[src/rtl/uart_irq_pkg.sv]
package uart_irq_pkg;

    localparam int EN_W    = 4;
    localparam int IIR_W   = 8;
    localparam int CODE_W  = 3;
    localparam int NFLAG   = 3;

    // enable register bit positions (decoded by software)
    localparam int EN_RX   = 0;
    localparam int EN_THRE = 1;
    localparam int EN_LS   = 2;
    localparam int EN_MS   = 3;

    // sticky flag indices
    localparam int FLG_LS   = 0;
    localparam int FLG_THRE = 1;
    localparam int FLG_MS   = 2;

    // source code carried in iir[3:1]
    typedef enum logic [CODE_W-1:0] {
        SRC_MS   = 3'b000,
        SRC_THRE = 3'b001,
        SRC_RDA  = 3'b010,
        SRC_LS   = 3'b011,
        SRC_TO   = 3'b110
    } src_code_e;

    typedef struct packed {
        logic [EN_W-1:0]  ier;
        logic [NFLAG-1:0] flag;
        logic [IIR_W-1:0] iir;
        logic             irq;
    } irq_state_t;

endpackage

[src/rtl/uart_irq_flag.sv]
module uart_irq_flag (
    input  logic q_i,
    input  logic set_i,
    input  logic clr_i,
    output logic d_o
);
    // a new event outranks a clearing access in the same cycle
    always_comb begin
        d_o = set_i | (q_i & ~clr_i);
    end
endmodule

[src/rtl/uart_irq_prio.sv]
module uart_irq_prio
    import uart_irq_pkg::*;
(
    input  logic              ls_i,
    input  logic              to_i,
    input  logic              rda_i,
    input  logic              thre_i,
    input  logic              ms_i,
    output logic              any_o,
    output logic [CODE_W-1:0] code_o
);
    always_comb begin
        any_o  = ls_i | to_i | rda_i | thre_i | ms_i;
        code_o = SRC_MS;
        if (ls_i)        code_o = SRC_LS;
        else if (to_i)   code_o = SRC_TO;
        else if (rda_i)  code_o = SRC_RDA;
        else if (thre_i) code_o = SRC_THRE;
        else             code_o = SRC_MS;
    end
endmodule

[src/rtl/uart_irq_fmt.sv]
module uart_irq_fmt
    import uart_irq_pkg::*;
(
    input  logic              fifo_i,
    input  logic              any_i,
    input  logic [CODE_W-1:0] code_i,
    output logic [IIR_W-1:0]  iir_o
);
    always_comb begin
        iir_o       = '0;
        iir_o[0]    = ~any_i;
        iir_o[3:1]  = any_i ? code_i : 3'b000;
        iir_o[5:4]  = 2'b00;
        iir_o[7:6]  = {2{fifo_i}};
    end
endmodule

[src/rtl/uart_irq_ident.sv]
module uart_irq_ident
    import uart_irq_pkg::*;
(
    input  logic             clk,
    input  logic             rst_n,
    input  logic             fifo_mode_i,
    input  logic             ier_wr_i,
    input  logic [EN_W-1:0]  ier_wdata_i,
    input  logic             lsr_err_i,
    input  logic             rx_avail_i,
    input  logic             rx_timeout_i,
    input  logic             thr_empty_i,
    input  logic             msr_chg_i,
    input  logic             lsr_rd_i,
    input  logic             msr_rd_i,
    input  logic             thr_wr_i,
    input  logic             iir_rd_i,
    output logic             irq_o,
    output logic [IIR_W-1:0] iir_o
);
    localparam logic [IIR_W-1:0] IIR_IDLE = {{(IIR_W-1){1'b0}}, 1'b1};

    irq_state_t state_d, state_q;

    logic [EN_W-1:0]   ier_nx;
    logic [NFLAG-1:0]  flag_set, flag_clr, flag_nx;
    logic              thre_reported;
    logic              any_pend;
    logic [CODE_W-1:0] win_code;
    logic [IIR_W-1:0]  iir_nx;

    always_comb begin
        ier_nx = ier_wr_i ? ier_wdata_i : state_q.ier;

        thre_reported = ~state_q.iir[0] && (state_q.iir[3:1] == SRC_THRE);

        flag_set[FLG_LS]   = lsr_err_i   & ier_nx[EN_LS];
        flag_clr[FLG_LS]   = lsr_rd_i;
        flag_set[FLG_THRE] = thr_empty_i & ier_nx[EN_THRE];
        flag_clr[FLG_THRE] = thr_wr_i | (iir_rd_i & thre_reported);
        flag_set[FLG_MS]   = msr_chg_i   & ier_nx[EN_MS];
        flag_clr[FLG_MS]   = msr_rd_i;
    end

    for (genvar g = 0; g < NFLAG; g++) begin : g_flag
        uart_irq_flag i_flag (
            .q_i   (state_q.flag[g]),
            .set_i (flag_set[g]),
            .clr_i (flag_clr[g]),
            .d_o   (flag_nx[g])
        );
    end

    uart_irq_prio i_prio (
        .ls_i   (flag_nx[FLG_LS]   & ier_nx[EN_LS]),
        .to_i   (rx_timeout_i & fifo_mode_i & ier_nx[EN_RX]),
        .rda_i  (rx_avail_i & ier_nx[EN_RX]),
        .thre_i (flag_nx[FLG_THRE] & ier_nx[EN_THRE]),
        .ms_i   (flag_nx[FLG_MS]   & ier_nx[EN_MS]),
        .any_o  (any_pend),
        .code_o (win_code)
    );

    uart_irq_fmt i_fmt (
        .fifo_i (fifo_mode_i),
        .any_i  (any_pend),
        .code_i (win_code),
        .iir_o  (iir_nx)
    );

    always_comb begin
        state_d      = state_q;
        state_d.ier  = ier_nx;
        state_d.flag = flag_nx;
        state_d.iir  = iir_nx;
        state_d.irq  = any_pend;
    end

    always_ff @(posedge clk or negedge rst_n) begin
        if (!rst_n) begin
            state_q.ier  <= '0;
            state_q.flag <= '0;
            state_q.iir  <= IIR_IDLE;
            state_q.irq  <= 1'b0;
        end else begin
            state_q <= state_d;
        end
    end

    assign irq_o = state_q.irq;
    assign iir_o = state_q.iir;

endmodule

[config.mk]
export PLATFORM = sky130hd
export DESIGN_NAME = uart_irq_ident
export DESIGN_NICKNAME = d
export VERILOG_FILES = /design/src/rtl/uart_irq_pkg.sv /design/src/rtl/uart_irq_flag.sv /design/src/rtl/uart_irq_prio.sv /design/src/rtl/uart_irq_fmt.sv /design/src/rtl/uart_irq_ident.sv
export SDC_FILE = /design/constraint.sdc
export NUM_CORES = 1
export LEC_CHECK = 0
export CORE_AREA = 2 2 45 47
export DETAILED_ROUTE_END_ITERATION = 6
export DIE_AREA = 0 0 47 49
export PLACE_DENSITY_LB_ADDON = 0.3
export SLEW_MARGIN = 15
export SYNTH_ARGS = -nofsm -noshare
export SYNTH_HDL_FRONTEND = slang
export SYNTH_SLANG_ARGS = --single-unit
[constraint.sdc]
create_clock -name clk -period 1 [get_ports clk]
set_input_delay 0.25 -clock clk [delete_from_list [all_inputs] [get_ports clk]]
set_output_delay 0.25 -clock clk [all_outputs]
set_load 0.01 [all_outputs]
==> impl_metrics.csv, run 1 <==
group,metric,value,unit
clocking,cts_inserted_buffers,3,
logic_synthesis,synth_async_sr_flop_share,100.0,%
power,power.share.switching,25.17,%
place,dp_hpwl,806.3,um
drt,wl_per_cell,10.48,um
floorplanning,design.core.area,1842,um^2
drt,first_iter_violations,2,
power,netSwitchingPower,0.3094,mW
global_routing,initial_antenna_violation_count,0,
power,ir_drop,0.7245,mV
power,internal_power,0.9200,mW
place,io_buffer_count,23,
cells_and_area,fin_area,877.1,um^2
sta,fin_skew,0.001079,ns
cells_and_area,fin_nets,88,
global_routing,grt_max_degree,14,
cells_and_area,final_core_utilization,47.62,%
drt,wl_met2,496,um
logic_synthesis,yosys_top_cell_by_area,"dfrtp_1",
cells_and_area,fraction_of_layout_cells_with_a_size_suffix_above_1,35.71,%
logic_synthesis,synth_common_cells,"dfrtp_1 (12), buf_4 (8), mux2_4 (3), nand2_1 (3), o21ai_2 (3)",
logic_synthesis,unique_masters_post_synth,21,
clocking,clockBufferDepth,2,
drt,highest_layer,"met4",
clocking,cts_tree,"done",
setup_path,timing.critical_path.slowest_cell_delay,0.55,ns
setup_path,setup.reg_to_reg.worst_slack,-0.14,ns
sta,timing.final.hold_violations,0,
floorplanning,num_io_pins,26,
setup_path,critPathSlowestCell,"dfstp_2",
clocking,post_cts_setup_buffer_count,0,
drt,num_vias,410,
drt,drt_pre_antenna_iters,2,
setup_path,regToRegEndpoint,"iir_o[0]",
clocking,worst_setup_hold_path_clk_slew,0.08,ns
floorplanning,die_x,47,um
sta,layout_min_cycle_time,1.163,ns
logic_synthesis,synth_enable_flop_cells,0,
logic_synthesis,yosysWarnings,0,
drt,totalWireLength,1017,um
sta,fin_hold_ws,0.2984,ns
place,dpl-instance-area,857.1,um^2
worst_hold_path,timing.hold.worst.class,"in2async",
sta,period_share,116.3,%
drt,remaining_drc_errors,0,
power,clock_network_fraction_of_design_power,25.7,%
global_routing,grt_pass1_wl,1731,um
place,pre_cts_ws,-0.5900,ns
clocking,cts-root-buf,"clkbuf_4",
sta,setup_violations,11,
setup_path,worst-setup-path-type,"reg2out",
outcome,violations,"negative setup slack",
setup_path,worst-path-max-fanout,2,
global_routing,globalRouteOverflowTotal,0,
drt,antenna_violating_nets_post_route,0,
setup_path,r2r_cells,3,
clocking,clk_latency,0.27,ns
place,gp_congestion,0.6941,
drt,vias_per_cell,4.227,
sta,report.final.slew_viol_count,0,
drt,met1Wirelength,430,um
setup_path,worst_path_dominant_cell_family,"flip-flops",
power,p_comb_share,24.8,%
cells_and_area,insertedDiodeCount,0,
setup_path,cp-start-kind,"register",
power,power.share.sequential,49.5,%
logic_synthesis,yosys.cell_count.top_type,"dfrtp_1",
sta,grt_setup_unrepaired,"yes",
logic_synthesis,synth-main-ff-cell,"dfrtp_1",
setup_path,worstPathArrival,0.91,ns
power,power.density,1402,nW/um^2
floorplanning,chip_height,49,um
global_routing,first_global_vias,392,
logic_synthesis,synth_area_per_cell,13.07,um^2
logic_synthesis,postSynthRegisterBits,13,
flow_run,cap_violations,0,
sta,maxClockFrequency,860.1,MHz
logic_synthesis,yosys_top_cell_area_share,48.88,%
setup_path,cp.buffers_inverters,1,
logic_synthesis,post_synth_inst_count,47,
logic_synthesis,synth_area_leaders,"dfrtp_1 (49%), buf_4 (9.8%), mux2_4 (7.3%), nand4bb_4 (4.5%), dfstp_2 (4.3%)",
cells_and_area,syn2layout_area_growth,42.77,%
outcome,run_status,"finished with violations",
logic_synthesis,yosysSeqAreaShare,53.16,%
floorplanning,rows,16,
floorplanning,floorplan.initialDensity,33.36,%
global_routing,all_layer_global_routing_usage,10.75,%
clocking,tritoncts_num_sinks,13,
power,leakage,0.3878,nW
logic_synthesis,synth_area,614.3,um^2
setup_path,crit_chain,"buf_6",
setup_path,cp.required,0.75,ns
sta,final_critical_path_setup_slack,-0.1626,ns
floorplanning,die_area,2303,um^2
setup_path,regToRegStartpoint,"iir_o[3]",
setup_path,worst_setup_path_end_kind,"primary output",
clocking,htree_num_levels,1,
drt,detailroute.wirelength.met3,81,um
sta,setup_total_negative_slack,-0.6648,ns
## worst max-delay path by stage
stage | from | endpoint | slack [ns] | depth (start not counted)
floorplan | iir_o[2] | iir_o[0] | -0.02 | 3
global placement | ier_wr_i | iir_o[0] | -0.57 | 4
detailed placement | ier_wr_i | iir_o[0] | -0.59 | 4
CTS | iir_o[0] | iir_o[0] | -0.17 | 1
global route | iir_o[0] | iir_o[0] | -0.21 | 1
finish | iir_o[0] | iir_o[0] | -0.16 | 1
## cells by family after synthesis
kind of cell           synth area share, %
buffers and inverters                9.776
multiplexers                         9.164
AND/OR/NAND/NOR                      15.28
flip-flops                           53.16
AO/OA/AOI/OAI                        12.01
other                               0.6104
## worst reg2reg max path, delay by kind of cell (launching register included)
kind	cells	cell delay [ns]
flip-flops	1	0.38
AO/OA/AOI/OAI	1	0.25
AND/OR/NAND/NOR	2	0.45
## final cells by class
type	count	area (um^2)
sequential	13	326.6
timing repair buffer	26	236.5
tap	27	33.78
clock buffer	4	26.28
fill	195	964.7
multi-input combinational	27	254.0
## sequential cells by signal, indices dropped and copies added, names as in the netlist
signal and flops:
iir_o 5, state_q 7, irq_o 1
## layout by cell type (no fill, tap or decap), drive strengths merged
master and count:
dfrtp 12, nand2 3, o221ai 1, nand4bb 1
nor2b 2, and2b 1, o21ai 5, or2 1
mux2 4, nand4 1, conb 2, dfstp 1
clkdlybuf4s50 15, buf 10, clkbuf 4, clkdlybuf4s15 1
and4 1, o21a 1, and2 1, a21o 2
and3 1
## per-layer routing
metal,vias to the layer above,GRT usage [%]
li1,197,-
met1,194,12.65
met2,17,16.21
met3,2,3.333
met4,0,6.944
met5,-,0
## power groups by stage
stage / clock network, mW / registers, mW / logic [mW]
3_3_place_gp: 0 / 0.618 / 0.309
5_1_grt: 0.361 / 0.615 / 0.333
4_1_cts: 0.333 / 0.610 / 0.310
3_5_place_dp: 0 / 0.619 / 0.312
6_report: 0.316 / 0.608 / 0.305
2_1_floorplan: 0 / 0.619 / 0.169
## per-stage QoR
step,instances,power (mW)
2_1_floorplan,48,0.7875
3_3_place_gp,93,0.9272
3_5_place_dp,93,0.9312
4_1_cts,97,1.252
5_1_grt,97,1.309
6_report,97,1.229
## repair_timing
item                                    in CTS  in global routing
endpoints found under the setup margin      19                 12
pin swaps                                    3                  3
hold buffers                                 0                  0
endpoints found under the hold margin        0                  0
resized for setup                           34                  1
Note: power is estimated with default switching activity, not from simulation.
==> run 2, diff against run 1 <==
--- a/config.mk
+++ b/config.mk
@@ -8,6 +8,7 @@
 export CORE_AREA = 2 2 45 47
 export DETAILED_ROUTE_END_ITERATION = 6
 export DIE_AREA = 0 0 47 49
+export HOLD_SLACK_MARGIN = 0.08
 export PLACE_DENSITY_LB_ADDON = 0.3
 export SLEW_MARGIN = 15
 export SYNTH_ARGS = -nofsm -noshare
==> constraint.sdc (replaced) <==
create_clock -name clk -period 1 [get_ports clk]
set_input_delay 0.2 -clock clk [delete_from_list [all_inputs] [get_ports clk]]
set_output_delay 0.2 -clock clk [all_outputs]
set_load 0.01 [all_outputs]
==> run 2 against run 1 <==
Net effect: the flow still finishes with violations (negative setup slack); sequential power about the same; hold slack got worse by 0.048 ns; combinational power down 2%; critical path type is now reg2reg; largest power group unchanged.
==> impl_metrics.csv, run 2 (synthesis results as in run 1) <==
group,metric,value,unit
outcome,run_status,"finished with violations",
outcome,violations,"negative setup slack",
setup_path,regToRegStartpoint,"iir_o[0]",
sta,grt_setup_unrepaired,"yes",
floorplanning,chip_height,49,um
sta,final_critical_path_setup_slack,-0.1112,ns
cells_and_area,num-fill-cells,192,
clocking,cts_tree,"done",
clocking,cts-root-buf,"clkbuf_4",
drt,num_vias,410,
clocking,cts_hold_buf,0,
setup_path,regToRegEndpoint,"iir_o[0]",
floorplanning,rows,16,
clocking,htree_num_levels,1,
place,dp_cells,93,
cells_and_area,largest_register_ffs,7,
power,ir_drop,0.7240,mV
floorplanning,num_io_pins,26,
clocking,worst_setup_hold_path_clk_slew,0.08,ns
cells_and_area,final_core_utilization,47.35,%
clocking,cts_inserted_buffers,3,
sta,setup_total_negative_slack,-0.3665,ns
cells_and_area,regArea,326.6,um^2
drt,drt_pre_antenna_iters,4,
global_routing,first_global_vias,384,
global_routing,globalRouteOverflowTotal,0,
drt,totalWireLength,986,um
setup_path,worst-path-max-fanout,3,
setup_path,worst_setup_path_end_kind,"register",
sta,setup_violations,4,
clocking,clk_latency,0.26,ns
worst_hold_path,timing.hold.worst.class,"in2async",
setup_path,setup.reg_to_reg.worst_slack,-0.11,ns
clocking,clockBufferDepth,2,
drt,antenna_violating_nets_post_route,0,
drt,first_iter_violations,3,
cells_and_area,fraction_of_layout_cells_with_a_size_suffix_above_1,34.29,%
sta,layout_min_cycle_time,1.111,ns
sta,fin_hold_ws,0.2503,ns
flow_run,cap_violations,0,
cells_and_area,insertedDiodeCount,0,
cells_and_area,syn2layout_area_growth,41.96,%
setup_path,cp-startpoint,"iir_o[0]",
power,leakage,0.3862,nW
setup_path,r2r_cells,3,
cells_and_area,layout.cells.most_common,"clkdlybuf4s50_1",
global_routing,grt_pass1_wl,1676,um
drt,wl_per_cell,10.16,um
setup_path,cp-start-kind,"register",
floorplanning,design.core.area,1842,um^2
drt,remaining_drc_errors,0,
place,dp_hpwl,806.3,um
cells_and_area,top_register,"state_q",
floorplanning,die_area,2303,um^2
cells_and_area,layout.cells.non_filler,97,
sta,fin_skew,0.001903,ns
global_routing,grt_max_degree,14,
global_routing,initial_antenna_violation_count,0,
cells_and_area,fin_area,872.1,um^2
floorplanning,die_x,47,um
place,dpl-instance-area,857.1,um^2
clocking,post_cts_setup_buffer_count,0,
power,power.density,1397,nW/um^2
sta,timing.final.hold_violations,0,
sta,period_share,111.1,%
global_routing,all_layer_global_routing_usage,10.46,%
setup_path,worst-setup-path-type,"reg2reg",
cells_and_area,fin_nets,88,
sta,report.final.slew_viol_count,0,
place,io_buffer_count,23,
sta,maxClockFrequency,899.9,MHz
setup_path,endpoint,"iir_o[0]",
cells_and_area,multi_input_comb_area,250.2,um^2
setup_path,worstPathArrival,1.32,ns
clocking,tritoncts_num_sinks,13,
place,gp_congestion,0.6941,
cells_and_area,mostFrequentLayoutCells,"clkdlybuf4s50_1 (15), dfrtp_1 (12), buf_2 (6)",
place,pre_cts_ws,-0.5400,ns
power,design_power_total,1.218,mW
drt,vias_per_cell,4.227,
setup_path,cp.required,1.21,ns
floorplanning,floorplan.initialDensity,33.36,%
## run 2: cell count changes in the layout (fill, tap and decap cells not counted)
cell / change
and2_0: +1
dlygate4sd2_1: +1
o21ai_1: +1
and2_1: -1
o21ai_2: -1
clkdlybuf4s15_1: -1
## run 2: repair_timing
action                                  in CTS  in global routing
endpoints found under the hold margin        0                  0
endpoints found under the setup margin      17                 10
cloned                                       0                  0
resized for setup                           31                  1
pin swaps                                    3                  1
## run 2: how the worst min path moves through the flow
stage | slack (ns) | to | cells past startpoint | startpoint
after detailed placement | 0.50 | state_q[13] | 1 | state_q[13]
after floorplan | -0.1 | iir_o[1] | 0 | rst_n
final | 0.25 | state_q[9] | 2 | rst_n
after global placement | 0.51 | state_q[14] | 1 | state_q[14]
after global routing | 0.27 | state_q[11] | 2 | rst_n
after CTS | 0.24 | state_q[9] | 2 | rst_n
## run 2: power breakdown
group | internal [mW] | switching, mW | total (mW)
combinational | 0.177 | 0.123 | 0.300
sequential | 0.587 | 0.0211 | 0.608
clock | 0.154 | 0.157 | 0.311
## run 2: per-layer routing
metal	track usage (%)	part of all wire [%]	wire (um)
met1	12.41	42	414
met3	3.333	7.8	77
met4	6.944	1.0	10
met2	15.53	49	484
met5	0	0	0
## run 2: critical path, cell delays in order (launching register included)
cell,delay (ns)
dfstp_2,0.38
nand4bb_4,0.23
o221ai_4,0.24
and4_1,0.21
## run 2: cell type report
cell class              count  share of cell area, %
flip-flops and latches     13                  37.45
repair buffers             26                  26.97
multi-input cells          27                  28.69
well taps                  27                  3.874
clock buffers               4                  3.013
==> run 3, diff against run 2 <==
--- a/config.mk
+++ b/config.mk
@@ -8,6 +8,7 @@
 export CORE_AREA = 2 2 45 47
 export DETAILED_ROUTE_END_ITERATION = 6
 export DIE_AREA = 0 0 47 49
+export GPL_ROUTABILITY_DRIVEN = 0
 export HOLD_SLACK_MARGIN = 0.08
 export PLACE_DENSITY_LB_ADDON = 0.3
 export SLEW_MARGIN = 15
==> results of run 3 <==
Same layout as run 2: the final DEF is identical, and so are final timing and power.
